===== src/rtl/pwm_ovr_pkg.sv =====
// Package: shared types for the PWM pair override stage.
// Assumes channel index 0 is the top (even) channel and 1 the bottom (odd).
package pwm_ovr_pkg;

    typedef enum logic {
        MODE_INDEP = 1'b0,
        MODE_CMPL  = 1'b1
    } pair_mode_e;

    localparam int CH_TOP   = 0;
    localparam int CH_BOT   = 1;
    localparam int N_CH     = 2;

    typedef struct packed {
        logic             even_gen;
        logic             odd_gen;
        pair_mode_e       mode;
        logic [N_CH-1:0]  sw_en;
        logic [N_CH-1:0]  sw_val;
    } ctl_s;

endpackage


===== src/rtl/pwm_ovr_in_reg.sv =====
// Module: first pipeline stage. Registers the generator signals, mode,
// override controls and deadtime count. Polarity selects are registered
// without reset so the pins' inactive level is known straight after reset.
// Assumes all inputs are synchronous to clk.
module pwm_ovr_in_reg
    import pwm_ovr_pkg::*;
#(
    parameter int DT_W = 8
) (
    input  logic                 clk,
    input  logic                 rst_n,
    input  ctl_s                 ctl_i,
    input  logic [DT_W-1:0]      dead_i,
    input  logic [N_CH-1:0]      neg_i,
    output ctl_s                 ctl_q,
    output logic [DT_W-1:0]      dead_q,
    output logic [N_CH-1:0]      neg_q
);

    // Capture control and deadtime; cleared on reset.
    always_ff @(posedge clk) begin
        if (!rst_n) begin
            ctl_q  <= '0;
            dead_q <= '0;
        end else begin
            ctl_q  <= ctl_i;
            dead_q <= dead_i;
        end
    end

    // Capture polarity every cycle, reset or not.
    always_ff @(posedge clk) begin
        neg_q <= neg_i;
    end

endmodule


===== src/rtl/pwm_ovr_src_sel.sv =====
// Module: combinational source selection. For each channel it picks the
// generator or software bit (independent path) and forms the single
// complementary source plus the bottom-permit flag.
// Assumes only the even enable governs complementary override.
module pwm_ovr_src_sel
    import pwm_ovr_pkg::*;
(
    input  ctl_s              ctl_i,
    output logic [N_CH-1:0]   ind_act_o,
    output logic              cmpl_src_o,
    output logic              bot_permit_o
);

    logic [N_CH-1:0] gen_vec;

    // Gather generator signals in channel order.
    always_comb begin
        gen_vec[CH_TOP] = ctl_i.even_gen;
        gen_vec[CH_BOT] = ctl_i.odd_gen;
    end

    for (genvar ch = 0; ch < N_CH; ch++) begin : g_ind
        // Per-channel independent choice between generator and software.
        always_comb begin
            ind_act_o[ch] = ctl_i.sw_en[ch] ? ctl_i.sw_val[ch] : gen_vec[ch];
        end
    end

    // Complementary source and odd gating, both keyed on the even enable.
    always_comb begin
        cmpl_src_o   = ctl_i.sw_en[CH_TOP] ? ctl_i.sw_val[CH_TOP] : ctl_i.even_gen;
        bot_permit_o = ctl_i.sw_en[CH_TOP] ? ctl_i.sw_val[CH_BOT] : 1'b1;
    end

endmodule


===== src/rtl/pwm_ovr_deadtime.sv =====
// Module: second pipeline stage. Tracks the complementary source, reloads a
// down-counter on each source change, and registers the active state of
// both channels. In independent mode the selected channel states pass.
// Assumes dead_i is sampled only in the cycle a change is seen.
module pwm_ovr_deadtime
    import pwm_ovr_pkg::*;
#(
    parameter int DT_W = 8
) (
    input  logic                 clk,
    input  logic                 rst_n,
    input  pair_mode_e           mode_i,
    input  logic                 src_i,
    input  logic                 bot_permit_i,
    input  logic [N_CH-1:0]      ind_act_i,
    input  logic [DT_W-1:0]      dead_i,
    input  logic [N_CH-1:0]      neg_i,
    output logic [N_CH-1:0]      act_q,
    output logic [N_CH-1:0]      neg_q
);

    localparam logic [DT_W-1:0] CNT_ZERO = '0;
    localparam logic [DT_W-1:0] CNT_ONE  = DT_W'(1);

    logic              prev_q;
    logic [DT_W-1:0]   cnt_q;
    pair_mode_e        mode_q;
    logic [DT_W-1:0]   cnt_d;
    logic              src_chg;
    logic              settled;
    logic [N_CH-1:0]   act_d;

    // Next deadtime count: reload on change, else count down to zero.
    always_comb begin
        src_chg = (src_i != prev_q);
        if (src_chg) begin
            cnt_d = dead_i;
        end else if (cnt_q != CNT_ZERO) begin
            cnt_d = cnt_q - CNT_ONE;
        end else begin
            cnt_d = CNT_ZERO;
        end
        settled = (cnt_d == CNT_ZERO);
    end

    // Active state per mode: exclusive pair or independent pass-through.
    always_comb begin
        if (mode_i == MODE_CMPL) begin
            act_d[CH_TOP] = src_i && settled;
            act_d[CH_BOT] = !src_i && settled && bot_permit_i;
        end else begin
            act_d = ind_act_i;
        end
    end

    // Deadtime state and stage-two output registers.
    always_ff @(posedge clk) begin
        if (!rst_n) begin
            prev_q <= 1'b0;
            cnt_q  <= CNT_ZERO;
            act_q  <= '0;
            mode_q <= MODE_INDEP;
        end else begin
            prev_q <= src_i;
            cnt_q  <= cnt_d;
            act_q  <= act_d;
            mode_q <= mode_i;
        end
    end

    // Polarity follows the data one more stage.
    always_ff @(posedge clk) begin
        neg_q <= neg_i;
    end

    // a complementary pair never has both outputs active.
    p_pair_excl_r4: assert property (@(posedge clk) disable iff (!rst_n)
        (mode_q == MODE_CMPL) |-> !(act_q[CH_TOP] && act_q[CH_BOT]));

    // while the deadtime count runs, both outputs stay inactive.
    p_dt_hold_r5: assert property (@(posedge clk) disable iff (!rst_n)
        (mode_q == MODE_CMPL && cnt_q != CNT_ZERO) |-> (act_q == 2'b00));

    // a source change reloads the count from the sampled deadtime.
    p_reload_r6: assert property (@(posedge clk) disable iff (!rst_n)
        (src_i != prev_q) |=> (cnt_q == $past(dead_i)));

    // with a stable source the count steps down by one.
    p_cnt_dec_r6: assert property (@(posedge clk) disable iff (!rst_n)
        (src_i == prev_q && cnt_q != CNT_ZERO) |=> (cnt_q == $past(cnt_q) - CNT_ONE));

endmodule


===== src/rtl/pwm_ovr_pin_drv.sv =====
// Module: third pipeline stage. Registers each pin as its active state
// XOR polarity. In reset each pin loads its live polarity select, which is
// that pin's inactive level.
// Assumes neg_live_i is the undelayed polarity select.
module pwm_ovr_pin_drv
    import pwm_ovr_pkg::*;
(
    input  logic               clk,
    input  logic               rst_n,
    input  logic [N_CH-1:0]    act_i,
    input  logic [N_CH-1:0]    neg_i,
    input  logic [N_CH-1:0]    neg_live_i,
    output logic [N_CH-1:0]    pin_q
);

    for (genvar ch = 0; ch < N_CH; ch++) begin : g_pin
        // Per-channel pin register with polarity applied last.
        always_ff @(posedge clk) begin
            if (!rst_n) begin
                pin_q[ch] <= neg_live_i[ch];
            end else begin
                pin_q[ch] <= act_i[ch] ^ neg_i[ch];
            end
        end
    end

endmodule


===== src/rtl/pwm_pair_ovr_stage.sv =====
// Module: top of the PWM pair override stage. Three register stages link
// the inputs to the pins: input capture, deadtime/selection, pin drive.
// Assumes synchronous inputs and a synchronous active-low reset.
module pwm_pair_ovr_stage
    import pwm_ovr_pkg::*;
#(
    parameter int DT_W = 8
) (
    input  logic              clk,
    input  logic              rst_n,
    input  logic              gen_even_i,
    input  logic              gen_odd_i,
    input  logic              cmpl_mode_i,
    input  logic [1:0]        sw_en_i,
    input  logic [1:0]        sw_val_i,
    input  logic [DT_W-1:0]   dead_cnt_i,
    input  logic              top_neg_i,
    input  logic              bot_neg_i,
    output logic              pin_top_o,
    output logic              pin_bot_o
);

    localparam int WARM_MAX = 3;

    ctl_s              ctl_in;
    ctl_s              ctl_s1;
    logic [DT_W-1:0]   dead_s1;
    logic [N_CH-1:0]   neg_live;
    logic [N_CH-1:0]   neg_s1;
    logic [N_CH-1:0]   neg_s2;
    logic [N_CH-1:0]   ind_act;
    logic              cmpl_src;
    logic              bot_permit;
    logic [N_CH-1:0]   act_s2;
    logic [N_CH-1:0]   pin_vec;
    logic [1:0]        warm_q;

    // Pack the port-level controls into the stage record.
    always_comb begin
        ctl_in.even_gen     = gen_even_i;
        ctl_in.odd_gen      = gen_odd_i;
        ctl_in.mode         = pair_mode_e'(cmpl_mode_i);
        ctl_in.sw_en        = sw_en_i;
        ctl_in.sw_val       = sw_val_i;
        neg_live[CH_TOP]    = top_neg_i;
        neg_live[CH_BOT]    = bot_neg_i;
    end

    pwm_ovr_in_reg #(.DT_W(DT_W)) in_reg_i (
        .clk    (clk),
        .rst_n  (rst_n),
        .ctl_i  (ctl_in),
        .dead_i (dead_cnt_i),
        .neg_i  (neg_live),
        .ctl_q  (ctl_s1),
        .dead_q (dead_s1),
        .neg_q  (neg_s1)
    );

    pwm_ovr_src_sel src_sel_i (
        .ctl_i        (ctl_s1),
        .ind_act_o    (ind_act),
        .cmpl_src_o   (cmpl_src),
        .bot_permit_o (bot_permit)
    );

    pwm_ovr_deadtime #(.DT_W(DT_W)) deadtime_i (
        .clk          (clk),
        .rst_n        (rst_n),
        .mode_i       (ctl_s1.mode),
        .src_i        (cmpl_src),
        .bot_permit_i (bot_permit),
        .ind_act_i    (ind_act),
        .dead_i       (dead_s1),
        .neg_i        (neg_s1),
        .act_q        (act_s2),
        .neg_q        (neg_s2)
    );

    pwm_ovr_pin_drv pin_drv_i (
        .clk        (clk),
        .rst_n      (rst_n),
        .act_i      (act_s2),
        .neg_i      (neg_s2),
        .neg_live_i (neg_live),
        .pin_q      (pin_vec)
    );

    // Drive the pins from the pin-stage vector.
    always_comb begin
        pin_top_o = pin_vec[CH_TOP];
        pin_bot_o = pin_vec[CH_BOT];
    end

    // Cycles since reset, saturating, used to qualify latency checks.
    always_ff @(posedge clk) begin
        if (!rst_n) begin
            warm_q <= '0;
        end else if (warm_q != 2'(WARM_MAX)) begin
            warm_q <= warm_q + 2'd1;
        end
    end

    // independent override makes the top channel follow its software bit.
    p_ind_override_r1: assert property (@(posedge clk) disable iff (!rst_n)
        (ctl_s1.mode == MODE_INDEP && ctl_s1.sw_en[CH_TOP])
        |=> (act_s2[CH_TOP] == $past(ctl_s1.sw_val[CH_TOP])));

    // complementary override with the odd bit clear keeps bottom inactive.
    p_odd_off_r7: assert property (@(posedge clk) disable iff (!rst_n)
        (ctl_s1.mode == MODE_CMPL && ctl_s1.sw_en[CH_TOP] && !ctl_s1.sw_val[CH_BOT])
        |=> !act_s2[CH_BOT]);

    // independent software value reaches the top pin three clocks later.
    p_ind_latency_r9: assert property (@(posedge clk) disable iff (!rst_n)
        (warm_q == 2'(WARM_MAX) && $past(!cmpl_mode_i && sw_en_i[0], 3))
        |-> (pin_top_o == ($past(sw_val_i[0], 3) ^ $past(top_neg_i, 3))));

endmodule


===== config.mk =====
export PLATFORM = sky130hd
export DESIGN_NAME = pwm_pair_ovr_stage
export DESIGN_NICKNAME = d
export VERILOG_FILES = /design/src/rtl/pwm_ovr_pkg.sv /design/src/rtl/pwm_ovr_in_reg.sv /design/src/rtl/pwm_ovr_src_sel.sv /design/src/rtl/pwm_ovr_deadtime.sv /design/src/rtl/pwm_ovr_pin_drv.sv /design/src/rtl/pwm_pair_ovr_stage.sv
export SDC_FILE = /design/constraint.sdc
export NUM_CORES = 1
export LEC_CHECK = 0
export BUFFER_PORTS_ARGS = -buffer_cell sky130_fd_sc_hd__buf_2
export CELL_PAD_IN_SITES_DETAIL_PLACEMENT = 1
export CELL_PAD_IN_SITES_GLOBAL_PLACEMENT = 2
export CORE_MARGIN = 4
export CORE_UTILIZATION = 30
export CTS_CLUSTER_SIZE = 12
export DETAILED_ROUTE_END_ITERATION = 8
export MAX_ROUTING_LAYER = met4
export PLACE_DENSITY_LB_ADDON = 0.3
export SLEW_MARGIN = 20
export SYNTH_ARGS = -nofsm -noshare
export SYNTH_HDL_FRONTEND = slang
export SYNTH_SLANG_ARGS = --single-unit

===== constraint.sdc =====
create_clock -name clk -period 1.6 [get_ports clk]
set_input_delay 0.16 -clock clk [delete_from_list [all_inputs] [get_ports clk]]
set_output_delay 0.16 -clock clk [all_outputs]
set_load 0.005 [all_outputs]

# After elaboration in Yosys (flattened, before gate mapping)
# Cells that the tools add are included.
dict set report totals {
  ff_bits 32
  in_bits 19
  output_inout_bits 2
  elab_cells 31
}
dict set report op_classes {
  addsub 1
  n_eq_ne 1
  mux 8
  n_bitwise 2
  reduce_logical 6
}
# op n
set ops {}
lappend ops {{8-bit two-way mux} 2}
lappend ops {{8-bit zero test} 1}
lappend ops {{8-bit nonzero test} 1}
lappend ops {{8-bit by 1-bit subtractor with 8-bit output (second input constant)} 1}
lappend ops {{1-bit two-way mux} 5}
lappend ops {{1-bit logical AND} 3}
lappend ops {{2-bit two-way mux} 1}
lappend ops {{1-bit bitwise XOR} 2}
lappend ops {{1-bit zero test} 1}
lappend ops {{1-bit != test} 1}

# Longest topological paths before layout
dict set report logic_depth {
  ltp_word 7
  ltp_mapped 7
  depth_no_buf 7
}

# Cells and area by module
# A second synthesis with hierarchy kept.
dict set report unflattened {
  hier_cells 122
  hier_area_um2 1255.0
}
# module instances cells_each area_per_inst_um2 seq_area_each_um2
set modules_own_cells {}
lappend modules_own_cells {pwm_ovr_deadtime 1 77 676.9 260.2}
lappend modules_own_cells {pwm_ovr_in_reg 1 33 459.2 340.3}
lappend modules_own_cells {pwm_ovr_pin_drv 1 8 75.1 40.0}
lappend modules_own_cells {pwm_ovr_src_sel 1 4 43.8 0.0}

# Worst setup path before layout
# Ideal clock, no wire load.
dict set report synth_timing {
  kind {register to register}
  startpoint {register deadtime_i.cnt_q[5]}
  endpoint {register deadtime_i.act_q[0]}
  setup_ns 0.088
  t_arrival_ns 1.673
  required_ns 1.512
  path_slack_ns -0.161
  path_stages_with_launch 6
  path_buffers 0
  synth_period_minus_slack_ns 1.761
  cell_sequence {dfxtp_1 or4_4 or3_4 nand2_1 o221ai_2 o32ai_2}
}
dict set report synth_between {
  elab_chain_cells 6
  elab_cells_between_ends 7
  classes_between {1 x add/sub; 3 x mux; 3 x reduce/logical}
}
# item line
set synth_rtl {}
lappend synth_rtl {{start: declaration} pwm_ovr_deadtime.sv:26} ;# logic [DT_W-1:0] cnt_q;
lappend synth_rtl {{start signal: assignment} pwm_ovr_deadtime.sv:65} ;# cnt_q <= cnt_d;
lappend synth_rtl {{8-bit by 1-bit subtractor with 8-bit output / 8-bit nonzero test (equally long branches)} {pwm_ovr_deadtime.sv:39, pwm_ovr_deadtime.sv:38}}
lappend synth_rtl {{8-bit two-way mux *} pwm_ovr_deadtime.sv:38} ;# end else if (cnt_q != CNT_ZERO) begin
lappend synth_rtl {{8-bit two-way mux *} pwm_ovr_deadtime.sv:36} ;# if (src_chg) begin
lappend synth_rtl {{8-bit zero test *} pwm_ovr_deadtime.sv:43} ;# settled = (cnt_d == CNT_ZERO);
lappend synth_rtl {{1-bit logical AND *} pwm_ovr_deadtime.sv:49} ;# act_d[CH_TOP] = src_i && settled;
lappend synth_rtl {{2-bit two-way mux *} pwm_ovr_deadtime.sv:48} ;# if (mode_i == MODE_CMPL) begin
lappend synth_rtl {{end signal: assignment} pwm_ovr_deadtime.sv:66} ;# act_q <= act_d;
lappend synth_rtl {{end: declaration} pwm_ovr_deadtime.sv:18} ;# output logic [N_CH-1:0] act_q,
# Mark *: on every way between the ends. The rest lies on a longest branch, timed or not.
# A chain may end at the register's enable or synchronous reset.

# Worst setup path in the final report
# Ends and elaborated chain as after synthesis.

==> metrics.txt <==
status complete, but fails checks; failing checks negative setup slack; Worst Tran Pin Value 0.4620 ns; yosys warns 0; vias per std cell 4.543; CP max stage cell or4_4; initial core utilization 32.15%; HPWL after detailed placement 2.255 mm; root buf cell clkbuf_8; delay of the slowest cell on the worst path 0.57 ns; Switch Pwr 1.265 mW; Design Area, Final 1788 um2; share of cells above drive strength 1 43.35%; CP Capture Type flop; CTS HTree Levels 2; min Tclk post-route 1.822 ns; Cell Pwr Density 2023 nW/um2; crit start category flop; DRT antenna net count 0; routed len/inst 13.98 um; Num CTS Buffers 5; CTS max path bufs 2; max-slew violations 0; crit share post-route 113.9%; Synth Instances 124; Avg Inst Size Synth 9.848 um2; worst hold margin 0.07428 ns; post-route setup TNS -0.7085 ns; Worst Skew 0.01037 ns; Die H 71.80 um; CP Launch Point deadtime_i.cnt_q[5]$_SDFF_PN0_; Yosys reg bits 32; routability cong. 0.7770; sw frac 34.96%; core area 3799 um2; vias in the first global route 1072; Post-synth EDFFs 0; # port buffers 20; final wirelength 3.089 mm; sequential share of power 28.1%; total gr overflow 0; met3 wire length 108 um; min-delay src dead_cnt_i[5]; Placed Instances 208; Mapped Area 1221 um2; Worst-path clk slew 0.07 ns; Highest Signal Layer met4; pre-CTS setup slack -0.2201 ns; TritonRoute pass-1 iters 4; fillers 435; Skew-Pair Late Insertion Delay 0.29 ns; Area growth syn-to-layout 46.41%; worst reg2reg startpoint deadtime_i.cnt_q[5]$_SDFF_PN0_; drt drc 0; CTS tree built; final hold violation count 0; Net count, final 193; Crit Path Max Fanout 4; asr flop ratio synth 0%; final setup fails 8; Placement Cell Area 1530 um2; post-route insts no fill 221; Max-cap violations 0; Clock Sink Count 32; Comb power frac 50.8%; pin count of the biggest net entering global routing 21; clock share of power 21.1%; Tot GR Track Use 12.50%; P_int 2.353 mW; Top FF cell, synth dfxtp_1; Peak VDD IR 0.9861 mV; Final WS setup -0.2223 ns; DR vias 1004; Crit path required time 1.81 ns; Mapped Nets 145; register area share after synthesis 52.46%; slew margin rel. 68.92%; RSZ-0062 raised after global routing yes; die width 71.80 um; Cell Chain, Critical Path or4_4, or3_4, nand2_4, o221ai_4, o32ai_2; Die ar. 5155 um2; Met2 Wirelength 1.685 mm; initial antenna violation count 0; diodes inserted 0; Worst Path Arrival 2.03 ns; Hold Path Class primary input to flop; IO Pins 21; Yosys cell types 31; fmax 0.5488 GHz; global-route wire length before repair 4.781 mm; Std-Cell Rows 22; met1 wire length 1.244 mm; Pleak 0.7416 nW; critical path class flop to flop; Initial DRC Count 17
==> metrics by stage <==
| step | power (mW) | util [%] |
|---|---|---|
| 4_1_cts | 3.360 | 45.32 |
| 2_1_floorplan | 1.873 | - |
| 3_3_place_gp | 2.367 | 40.28 |
| 6_report | 3.617 | 47.07 |
| 3_5_place_dp | 2.422 | 40.28 |
| 5_1_grt | 3.832 | 47.07 |
==> layout make-up <==
| type | count | area, um2 | share of cell area [%] |
|---|---|---|---|
| tap | 48 | 60.06 | 3.359 |
| clock buffer | 5 | 68.82 | 3.849 |
| clock inverter | 3 | 42.54 | 2.379 |
| timing repair buffer | 44 | 292.8 | 16.38 |
| multi-input combinational | 84 | 660.6 | 36.95 |
| sequential | 32 | 644.4 | 36.04 |
| inverter | 5 | 18.77 | 1.050 |
==> flip-flops by register name, summed over array words and instances, names as in the netlist <==
signal,count
deadtime_i.neg_q,2
deadtime_i.cnt_q,8
pin_drv_i.pin_q,2
in_reg_i.ctl_q,7
deadtime_i.prev_q,1
deadtime_i.act_q,2
in_reg_i.neg_q,2
in_reg_i.dead_q,8
==> metal layers <==
metal  vias up  track usage [%]
met1       466            12.81
met5         -                -
met3         6            4.208
met4         0            5.637
met2        16            21.53
li1        516                -
==> worst max-delay path: cells and delay by family, from the launching register on <==
kind / cells / cell delay (ns)
flops: 1 / 0.33
compound gates: 2 / 0.36
simple gates: 3 / 1.05
==> path summary, 6_finish.rpt <==
path	to	slack [ns]	cells after the start
max reg2reg	deadtime_i.act_q[0]$_SDFF_PN0_	-0.22	5
min	in_reg_i.dead_q[5]$_SDFF_PN0_	0.07	2
min reg2reg	deadtime_i.neg_q[0]$_DFF_P_	0.34	0
max	deadtime_i.act_q[0]$_SDFF_PN0_	-0.22	5
==> cell usage in the layout (no fill, tap or decap), types with 2 or more instances in the layout <==
master	count
dfxtp_1	29
buf_2	20
buf_4	20
and2_1	15
nor2_1	9
a21oi_1	7
nand2_1	7
xnor2_1	5
clkbuf_8	5
nor3_1	4
or3_1	3
dfxtp_2	3
inv_2	2
mux2i_1	2
xor2_1	2
o21a_1	2
nor3_2	2
inv_1	2
or3_4	2
a21oi_2	2
dlygate4sd3_1	2
buf_6	2
==> synth_stat cells (2+ instances only) <==
cell type / n / area share (%)
clkbuf_1: 3 / 0.92
a21oi_1: 9 / 3.7
dfxtp_1: 32 / 52
or3_1: 4 / 2.0
mux2i_1: 3 / 2.5
nand2_1: 8 / 2.5
nor3b_1: 2 / 1.2
nor3_1: 6 / 2.5
and2_1: 15 / 7.7
o21a_1: 2 / 1.2
xnor2_1: 6 / 4.3
xor2_1: 2 / 1.4
ha_1: 2 / 2.0
nor2_1: 9 / 2.8
nor4_1: 2 / 1.0
inv_1: 4 / 1.2
==> cells by family (layout without fill, tap and decap cells) <==
group / count (synthesis) / in the layout / share of synthesized area, %
flip-flops: 32 / 32 / 52.46
XOR/XNOR: 8 / 8 / 5.738
buffers and inverters: 8 / 57 / 2.458
multiplexers: 3 / 3 / 2.459
AO/OA/AOI/OAI: 18 / 18 / 10.66
AND/OR/NAND/NOR: 53 / 53 / 24.18
adder cells (fa/ha/maj): 2 / 2 / 2.049
==> repair_timing <==
action,4_1_cts,5_1_grt
setup buffers,2,1
hold buffers,2,0
endpoints found under the setup margin,7,10
pin swaps,4,6
gates resized for setup,11,11
hold endpoints to repair,2,0
==> power by group through the flow <==
stage	clock (mW)	sequential, mW	combinational (mW)
floorplan	0	1.02	0.851
global placement	0	1.01	1.35
detailed placement	0	1.02	1.41
CTS	0.786	1.01	1.57
global route	0.820	1.03	1.98
finish	0.762	1.02	1.84
No activity file was read; power rests on OpenSTA's default activity.
